[config.mk]
export PLATFORM = sky130hd
export DESIGN_NAME = irq_summary_word
export DESIGN_NICKNAME = d
export VERILOG_FILES = /design/src/rtl/irq_summary_word.sv
export SDC_FILE = /design/constraint.sdc
export NUM_CORES = 1
export LEC_CHECK = 0
export ABC_AREA = 1
export BUFFER_PORTS_ARGS = -buffer_cell sky130_fd_sc_hd__buf_2
export CORE_MARGIN = 8
export CORE_UTILIZATION = 34
export CTS_BUF_LIST = sky130_fd_sc_hd__clkbuf_16
export CTS_CLUSTER_DIAMETER = 150
export DETAILED_ROUTE_END_ITERATION = 10
export GPL_TIMING_DRIVEN = 0
export PLACE_DENSITY = 0.82
export SYNTH_ARGS = -nofsm -noshare
export SYNTH_HDL_FRONTEND = slang
export SYNTH_SLANG_ARGS = --single-unit
[constraint.sdc]
create_clock -name clk -period 0.8 [get_ports clk]
set_input_delay 0.04 -clock clk [delete_from_list [all_inputs] [get_ports clk]]
set_output_delay 0.04 -clock clk [all_outputs]
set_load 0.05 [all_outputs]
[src/rtl/irq_summary_word.sv]
module irq_summary_word #(
  parameter int NUM_CH = 4
) (
  input  logic                clk,
  input  logic                rst_n,
  input  logic [NUM_CH*3-1:0] chan_set,
  input  logic [NUM_CH*3-1:0] chan_clr,
  input  logic [2:0]          dev_set,
  input  logic [2:0]          dev_clr,
  output logic [31:0]         status
);
  localparam int CW = NUM_CH * 3;
  localparam int FIELD_LO = 8;

  logic [CW-1:0] chan_q;
  logic [2:0]    dev_q;

  always_ff @(posedge clk) begin
    if (!rst_n) begin
      chan_q <= '0;
      dev_q  <= '0;
    end else begin
      chan_q <= (chan_q & ~chan_clr) | chan_set;
      dev_q  <= (dev_q & ~dev_clr) | dev_set;
    end
  end

  function automatic logic [2:0] pick(input logic [2:0] f, input logic [2:0] g);
    if (f[2])      pick = 3'b100;
    else if (f[1]) pick = 3'b011;
    else if (f[0]) pick = 3'b010;
    else if (g[2]) pick = 3'b111;
    else if (g[1]) pick = 3'b110;
    else if (g[0]) pick = 3'b001;
    else           pick = 3'b000;
  endfunction

  always_comb begin
    status = '0;
    for (int i = 0; i < NUM_CH; i++) begin
      status[i] = |chan_q[3*i +: 3] | ((i == 0) ? |dev_q : 1'b0);
      status[FIELD_LO + 3*i +: 3] = pick(chan_q[3*i +: 3], (i == 0) ? dev_q : 3'b000);
    end
  end


  upper_zero_chk: assert property (@(posedge clk) disable iff (!rst_n)
    status[31:FIELD_LO+CW] == '0 && status[7:NUM_CH] == '0);

  for (genvar i = 0; i < NUM_CH; i++) begin : g_chk

    pend_code_chk: assert property (@(posedge clk) disable iff (!rst_n)
      status[i] == (status[FIELD_LO+3*i +: 3] != 3'b000));

    no_reserved_code_chk: assert property (@(posedge clk) disable iff (!rst_n)
      status[FIELD_LO+3*i +: 3] != 3'b101);

    set_visible_chk: assert property (@(posedge clk) disable iff (!rst_n)
      |chan_set[3*i +: 3] |=> status[i]);
    if (i == 0) begin : g_c0

      clear_all_chk: assert property (@(posedge clk) disable iff (!rst_n)
        (&chan_clr[2:0] && &dev_clr && chan_set[2:0] == 3'b000 && dev_set == 3'b000) |=> !status[0]);
    end else begin : g_cn

      no_global_code_chk: assert property (@(posedge clk) disable iff (!rst_n)
        status[FIELD_LO+3*i +: 3] != 3'b111 && status[FIELD_LO+3*i +: 3] != 3'b110 &&
        status[FIELD_LO+3*i +: 3] != 3'b001);

      clear_all_chk: assert property (@(posedge clk) disable iff (!rst_n)
        (&chan_clr[3*i +: 3] && chan_set[3*i +: 3] == 3'b000) |=> !status[i]);
    end
  end
endmodule

Yosys cells after proc, flatten, opt, wreduce, memory -nomap -nowiden
Cells that the tools add are included.
{ "totals": {"out_inout_bits": 32, "rom_bits": 0, "elab_cells": 29, "mem_count": 0, "input_bits": 32, "ramBits": 0, "ff_bits": 15, "latchBits": 0} }
{ "op_classes": {"n_mux": 15, "shift": 0, "reduce_logical": 5, "bitwise_logic": 7, "div_mod_pow": 0, "eq_ne": 0, "addsub": 0, "n_lt_le_gt_ge": 0, "n_mul": 0} }
{ "op_table": {"columns": ["op", "count"], "rows": [
  ["$mux W3", 8],
  ["$reduce_or A3 Y1", 5],
  ["$and A12 B12 Y12", 1],
  ["$mux W2", 6],
  ["$not A12 Y12", 1],
  ["$or A12 B12 Y12", 1],
  ["$and A3 B3 Y3", 1],
  ["$not A3 Y3", 1],
  ["$or A3 B3 Y3", 1],
  ["$mux W1", 1],
  ["$or A1 B1 Y1", 1]
]} }

Depth between registers and ports, before layout
Gate-level depths: netlist of the first run.
{ "depth": {"word_depth": 6, "mapped_depth": 5, "mapped_depth_nobuf": 5} }

Least setup slack after synthesis of the first run
No wires, ideal clock.
{ "synth_timing": {"path_kind": "register to output", "from": "register dev_q[1]", "to": "output port status[10]", "n_path_buf": 0, "required_ps": 760, "stages_incl_launch_ff": 3, "t_arrival_ps": 1162, "setup_slack_ps": -402, "cell_sequence": "dfxtp_1 nor2_1 o21bai_1"} }
{ "synth_between": {"elab_chain_cells": 5} }
{ "synth_lines": {"columns": ["item", "line_no", "rtl"], "rows": [
  ["start, declared", "16", "logic [2:0] dev_q;"],
  ["start signal, assigned", "24", "dev_q <= (dev_q & ~dev_clr) | dev_set;"],
  ["$mux W3", "33", "else if (g[1]) pick = 3'b110;"],
  ["$mux W3", "32", "else if (g[2]) pick = 3'b111;"],
  ["$mux W3", "31", "else if (f[0]) pick = 3'b010;"],
  ["$mux W3", "30", "else if (f[1]) pick = 3'b011;"],
  ["$mux W3", "29", "if (f[2]) pick = 3'b100;"],
  ["end, declared", "10", "output logic [31:0] status"]
]} }
Every way passes these cells.

Worst setup path in the final report of the first run
{ "layout_timing": {"from": "register chan_q[1]", "to": "output port status[0]"} }
{ "layout_between": {"elab_chain_cells": 2} }
{ "layout_lines": {"columns": ["item", "line_no", "rtl"], "rows": [
  ["start, declared", "15", "logic [CW-1:0] chan_q;"],
  ["start signal, assigned", "23", "chan_q <= (chan_q & ~chan_clr) | chan_set;"],
  ["$reduce_or A3 Y1", "41", "status[i] = |chan_q[3*i +: 3] | ((i == 0) ? |dev_q : 1'b0);"],
  ["$or A1 B1 Y1", "41", null]
]} }
Every way passes these cells.

==> impl_metrics.ini, run 1 <==
[setup_path]
timing.rr.end = chan_q[1]
critPathMaxFanout = 2
cp-start-kind = flip-flop
r2r_start = chan_q[1]
end_kind = primary output
crit_chain = inv_2, nand2_4, nor3_4, nand2_4, buf_8
crit_type = flip-flop to primary output
reg2reg_setup_slack_ps = 20
cp_slowest_cell = dfxtp_1
slowest_delay_ps = 300
cp_common_cell = nand2_4
ff2ff_path_depth = 5
required_ps = 760
crit_arrival_ps = 1150

[worst_hold_path]
worstHoldStart = dev_set[1]
min_path_type = primary input to flip-flop
holdPathEnd = dev_q[1]
whs_path_depth = 3

[global_routing]
grt_antenna_before_repair = 0
grt_pass1_vias = 804
grt_overflow = 0
grt_max_degree = 11
grt.total_usage = 0.109
grt_pass1_wl_um = 3660

[sta]
fin_crit_ps = 1190
final.setup.worst_slack_ps = -389
rsz0062_at_grt = true
finalCritPeriodShare = 1.49
finalSetupViolCount = 16
slew_violations = 0
finalHoldViolCount = 0
finClkSkew_ps = 0
fmax_ghz = 0.841
tns_ps = -3070
whs_ps = 10.0

[floorplan]
die_width_um = 64.0
initial_core_util = 0.357
pin_count = 64
coreArea_mm2 = 0.00219
die_h_um = 64.0
dieArea_mm2 = 0.00409
rows = 17

[logic_synthesis]
synth_seq_area_share = 0.384
yosys_warnings = 0
synth.avg_cell_area_um2 = 6.98
syn_inst = 112
syn_area_um2 = 782
ys_ff_latch = 15
synth_cell_types = 14

[flow_run]
maxCapViolCount = 0

[drt]
wl_per_cell_um = 11.0
dr_total_vias = 826
wl_um = 2310
drc = 0
via_per_inst = 3.95
antenna_left = 0
drtIter0Drc = 25
dr.pass1.iters = 3

[clock_network]
cts_inserted_buffers = 3
cts_max_path_buffers = 2
cts_tree = done
cts.sinks = 15
cts_root_buf = clkbuf_16
hold_buffers = 0
clock_latency_ps = 230
htreeDepth = 1
cts.clk_slew.worst_paths_ps = 50

[placement]
hpwlAfterDp_um = 1720
place_ws_ps = -222
placed_cells = 202
place_area_mm2 = 0.00120
io_buffer_count = 47
gp_congestion = 0.736

[outcome]
violations = setup timing
outcome = finished, violations left

[cells_and_area]
design_area_mm2 = 0.00150
antenna_cells = 0
fin_nets = 214
layout-drive-gt1-share = 0.624
mostFrequentLayoutCell = nor2_1
final_cell_mix = 35 x nor2_1, 31 x buf_2, 19 x buf_4
finish.utilization = 0.684
syn_to_final_growth_pct = 91.7
fin_cells = 209

[power_and_ir_drop]
finalPower_mw = 2.82
power-per-cell-area_mw_per_mm2 = 1880
power_leakage_nw = 0.783
vdd_drop_max_uv = 1580
==> sequential cells by signal, indices dropped and copies added (netlist names) <==
register	cells
chan_q	12
dev_q	3
==> worst max-delay path, delay by kind of cell (launching register included) <==
family / cells / cell delay, ps
buffers and inverters: 2 / 220
and+or+nand+nor: 3 / 390
DFF: 1 / 300
==> cell usage after synthesis <==
| master | number | area share |
|---|---|---|
| a21oi_2 | 1 | 0.011 |
| nand3b_1 | 3 | 0.029 |
| inv_1 | 11 | 0.053 |
| nand2_1 | 5 | 0.024 |
| buf_6 | 1 | 0.014 |
| nor2_2 | 1 | 0.0080 |
| a21oi_1 | 8 | 0.051 |
| dfxtp_1 | 15 | 0.38 |
| o21bai_1 | 1 | 0.0096 |
| inv_2 | 5 | 0.024 |
| nor3_2 | 1 | 0.013 |
| conb_1 | 1 | 0.0048 |
| buf_4 | 19 | 0.18 |
| nor2_1 | 40 | 0.19 |
==> final cells by class <==
type / count / area, µm²
well taps: 28 / 35.0
repair buffers: 50 / 384
fillers: 173 / 692
clock inverters: 1 / 3.75
plain buffers: 20 / 165
multi-input cells: 76 / 438
flip-flops and latches: 15 / 328
inverters: 16 / 70.1
clock buffers: 3 / 75.1
==> metal layers <==
layer	global-route usage	wire length (µm)
met1	0.102	862
met2	0.192	1150
met3	0.0749	285
met4	0.0251	8
met5	0	0
==> cell families (layout without fill, tap and decap cells) <==
family,after synthesis,in the layout,share of synthesized area
flops,15,15,0.384
compound gates,10,10,0.0720
simple gates,50,50,0.266
buf+inv,36,90,0.274
other cells,1,16,0.00480
==> power breakdown <==
| part | internal [mW] | switching, mW | total (mW) |
|---|---|---|---|
| registers | 0.801 | 0.0601 | 0.861 |
| clock network | 0.658 | 0.261 | 0.919 |
| logic | 0.401 | 0.641 | 1.04 |
==> how the worst max path moves through the flow <==
stage                    from         to  cells past startpoint
global placement    chan_q[1]  status[0]                      5
floorplan            dev_q[1]  status[8]                      5
global route        chan_q[0]  status[0]                      5
detailed placement   dev_q[1]  status[8]                      6
finish              chan_q[1]  status[0]                      5
CTS                 chan_q[0]  status[0]                      5
==> timing repair <==
item,CTS,global route
hold endpoints to repair,0,0
pin swaps,3,4
setup buffers,2,1
setup endpoints to repair,16,18
resized for setup,58,10
No activity file was read; power rests on OpenSTA's default activity.
==> inputs of run 2 (changes only) <==
Settings changed: CORE_MARGIN 8 to 4, CTS_CLUSTER_DIAMETER 150 to 60, RECOVER_POWER set to 100.
==> impl_metrics.ini, run 2 (synthesis gave the netlist of run 1 again) <==
[cells_and_area]
top_register = chan_q
antenna_cells = 0
design_area_mm2 = 0.00147
layout-drive-gt1-share = 0.611
fin_nets = 213
top_regs = chan_q x12, dev_q x3
largest_reg_flops = 12
fin_cells = 208
syn_to_final_growth_pct = 87.8
mostFrequentLayoutCell = nor2_1
fill_cells = 201
final_cell_mix = 35 x nor2_1, 31 x buf_2, 19 x buf_4
finish.utilization = 0.670

[sta]
final.setup.worst_slack_ps = -370
fin_crit_ps = 1170
finalHoldViolCount = 0
finalCritPeriodShare = 1.46
finClkSkew_ps = 0
fmax_ghz = 0.855
finalSetupViolCount = 16
rsz0062_at_grt = true
slew_violations = 0

[floorplan]
die_width_um = 56.0
pin_count = 64
dieArea_mm2 = 0.00313
die_h_um = 56.0
rows = 17
initial_core_util = 0.357
coreArea_mm2 = 0.00219

[global_routing]
grt_pass1_vias = 835
grt_max_degree = 11
grt.total_usage = 0.134
grt_antenna_before_repair = 0
grt_overflow = 0
grt_pass1_wl_um = 3390
busiest_layer = met2
gr-usage-met1 = 0.128
met2_usage = 0.257
grt_util_met3 = 0.0603

[setup_path]
slowest_delay_ps = 310
crit_chain = inv_2, nand2_4, nor3_4, nand2_4, buf_8
ff2ff_path_depth = 5
cp_common_cell = nand2_4
cp-start-kind = flip-flop
end_kind = primary output
critPathMaxFanout = 2
crit_type = flip-flop to primary output
crit_arrival_ps = 1130
required_ps = 760
cp_slowest_cell = dfxtp_2

[flow_run]
maxCapViolCount = 0

[drt]
via_per_inst = 3.96
drtIter0Drc = 8
dr_total_vias = 824
wl_per_cell_um = 9.85
drc = 0
wl_um = 2050
dr.pass1.iters = 4
antenna_left = 0

[clock_network]
cts.clk_slew.worst_paths_ps = 40
hold_buffers = 0
cts_tree = done
cts_max_path_buffers = 2
cts_root_buf = clkbuf_16
clock_latency_ps = 230
cts.sinks = 15
htreeDepth = 1
cts_inserted_buffers = 3

[power_and_ir_drop]
power-per-cell-area_mw_per_mm2 = 1900
seq_power_share = 0.308
power_leakage_nw = 0.773
internal_power_mw = 1.84
p_clk_frac = 0.329
p_sw_mw = 0.947
finalPower_mw = 2.79
power_frac_comb = 0.363
vdd_drop_max_uv = 1130
p_sw_frac = 0.340

[outcome]
violations = setup timing
outcome = finished, violations left

[worst_hold_path]
min_path_type = primary input to flip-flop
whs_path_depth = 3

[placement]
hpwlAfterDp_um = 1560
gp_congestion = 0.775
placed_cells = 202
place_area_mm2 = 0.00120
place_ws_ps = -207
io_buffer_count = 47
==> run 2: cell count changes in the layout (fill, tap and decap cells not counted), moves of 2 or more <==
| cell | before | now |
|---|---|---|
| buf_8 | 7 | 5 |
| inv_4 | 4 | 2 |
| nand2_2 | 3 | 1 |
| nand2_1 | 0 | 2 |
| dfxtp_2 | 7 | 9 |
==> run 2: power groups by stage <==
stage	Combinational [mW]	Sequential, mW	Clock (mW)
after CTS	0.999	0.860	0.939
after global placement	0.852	0.862	0
after global routing	1.07	0.867	0.975
after detailed placement	0.863	0.865	0
final	1.01	0.860	0.918
after floorplan	0.701	0.857	0
==> run 2: area by class of cell <==
cell class	count	area (µm²)	area share
Buffer	20	165	0.112
Multi-Input combinational cell	76	433	0.295
Inverter	16	65.1	0.0443
Sequential cell	15	327	0.222
Timing Repair Buffer	49	365	0.249
Tap cell	28	35.0	0.0239
Clock buffer	3	75.1	0.0511
Clock inverter	1	3.75	0.00256
==> run 2: critical path: cells and delay by family (launching register included) <==
family / cells / cell delay [ps]
AND/OR/NAND/NOR: 3 / 350
flip-flops: 1 / 310
buffers and inverters: 2 / 220
==> run 2: per-layer routing <==
metal	wire (µm)	vias to the layer above
li1	-	434
met1	657	349
met2	1130	37
met3	242	4
met4	24	0
met5	0	-
==> run 2: stage by stage <==
step                      hold WS, ps  TNS (ps)
after floorplan                   157      -369
after global placement            247      -712
after detailed placement          254      -871
after CTS                        10.2     -3130
after global routing             23.1     -3630
final                            5.35     -3060
==> run 2: timing repair <==
action                                  4_1_cts  5_1_grt
pin swaps                                     3        6
endpoints found under the setup margin       16       17
gates resized for setup                      56        5
setup buffers                                 2        0
==> run 2: final timing paths <==
| path | start | endpoint | slack (ps) |
|---|---|---|---|
| hold reg to reg | dev_q[0] | dev_q[0] | 520 |
| hold / removal | chan_set[11] | chan_q[11] | 5 |
| setup / recovery | chan_q[1] | status[0] | -370 |
| setup reg to reg | chan_q[1] | chan_q[1] | 20 |
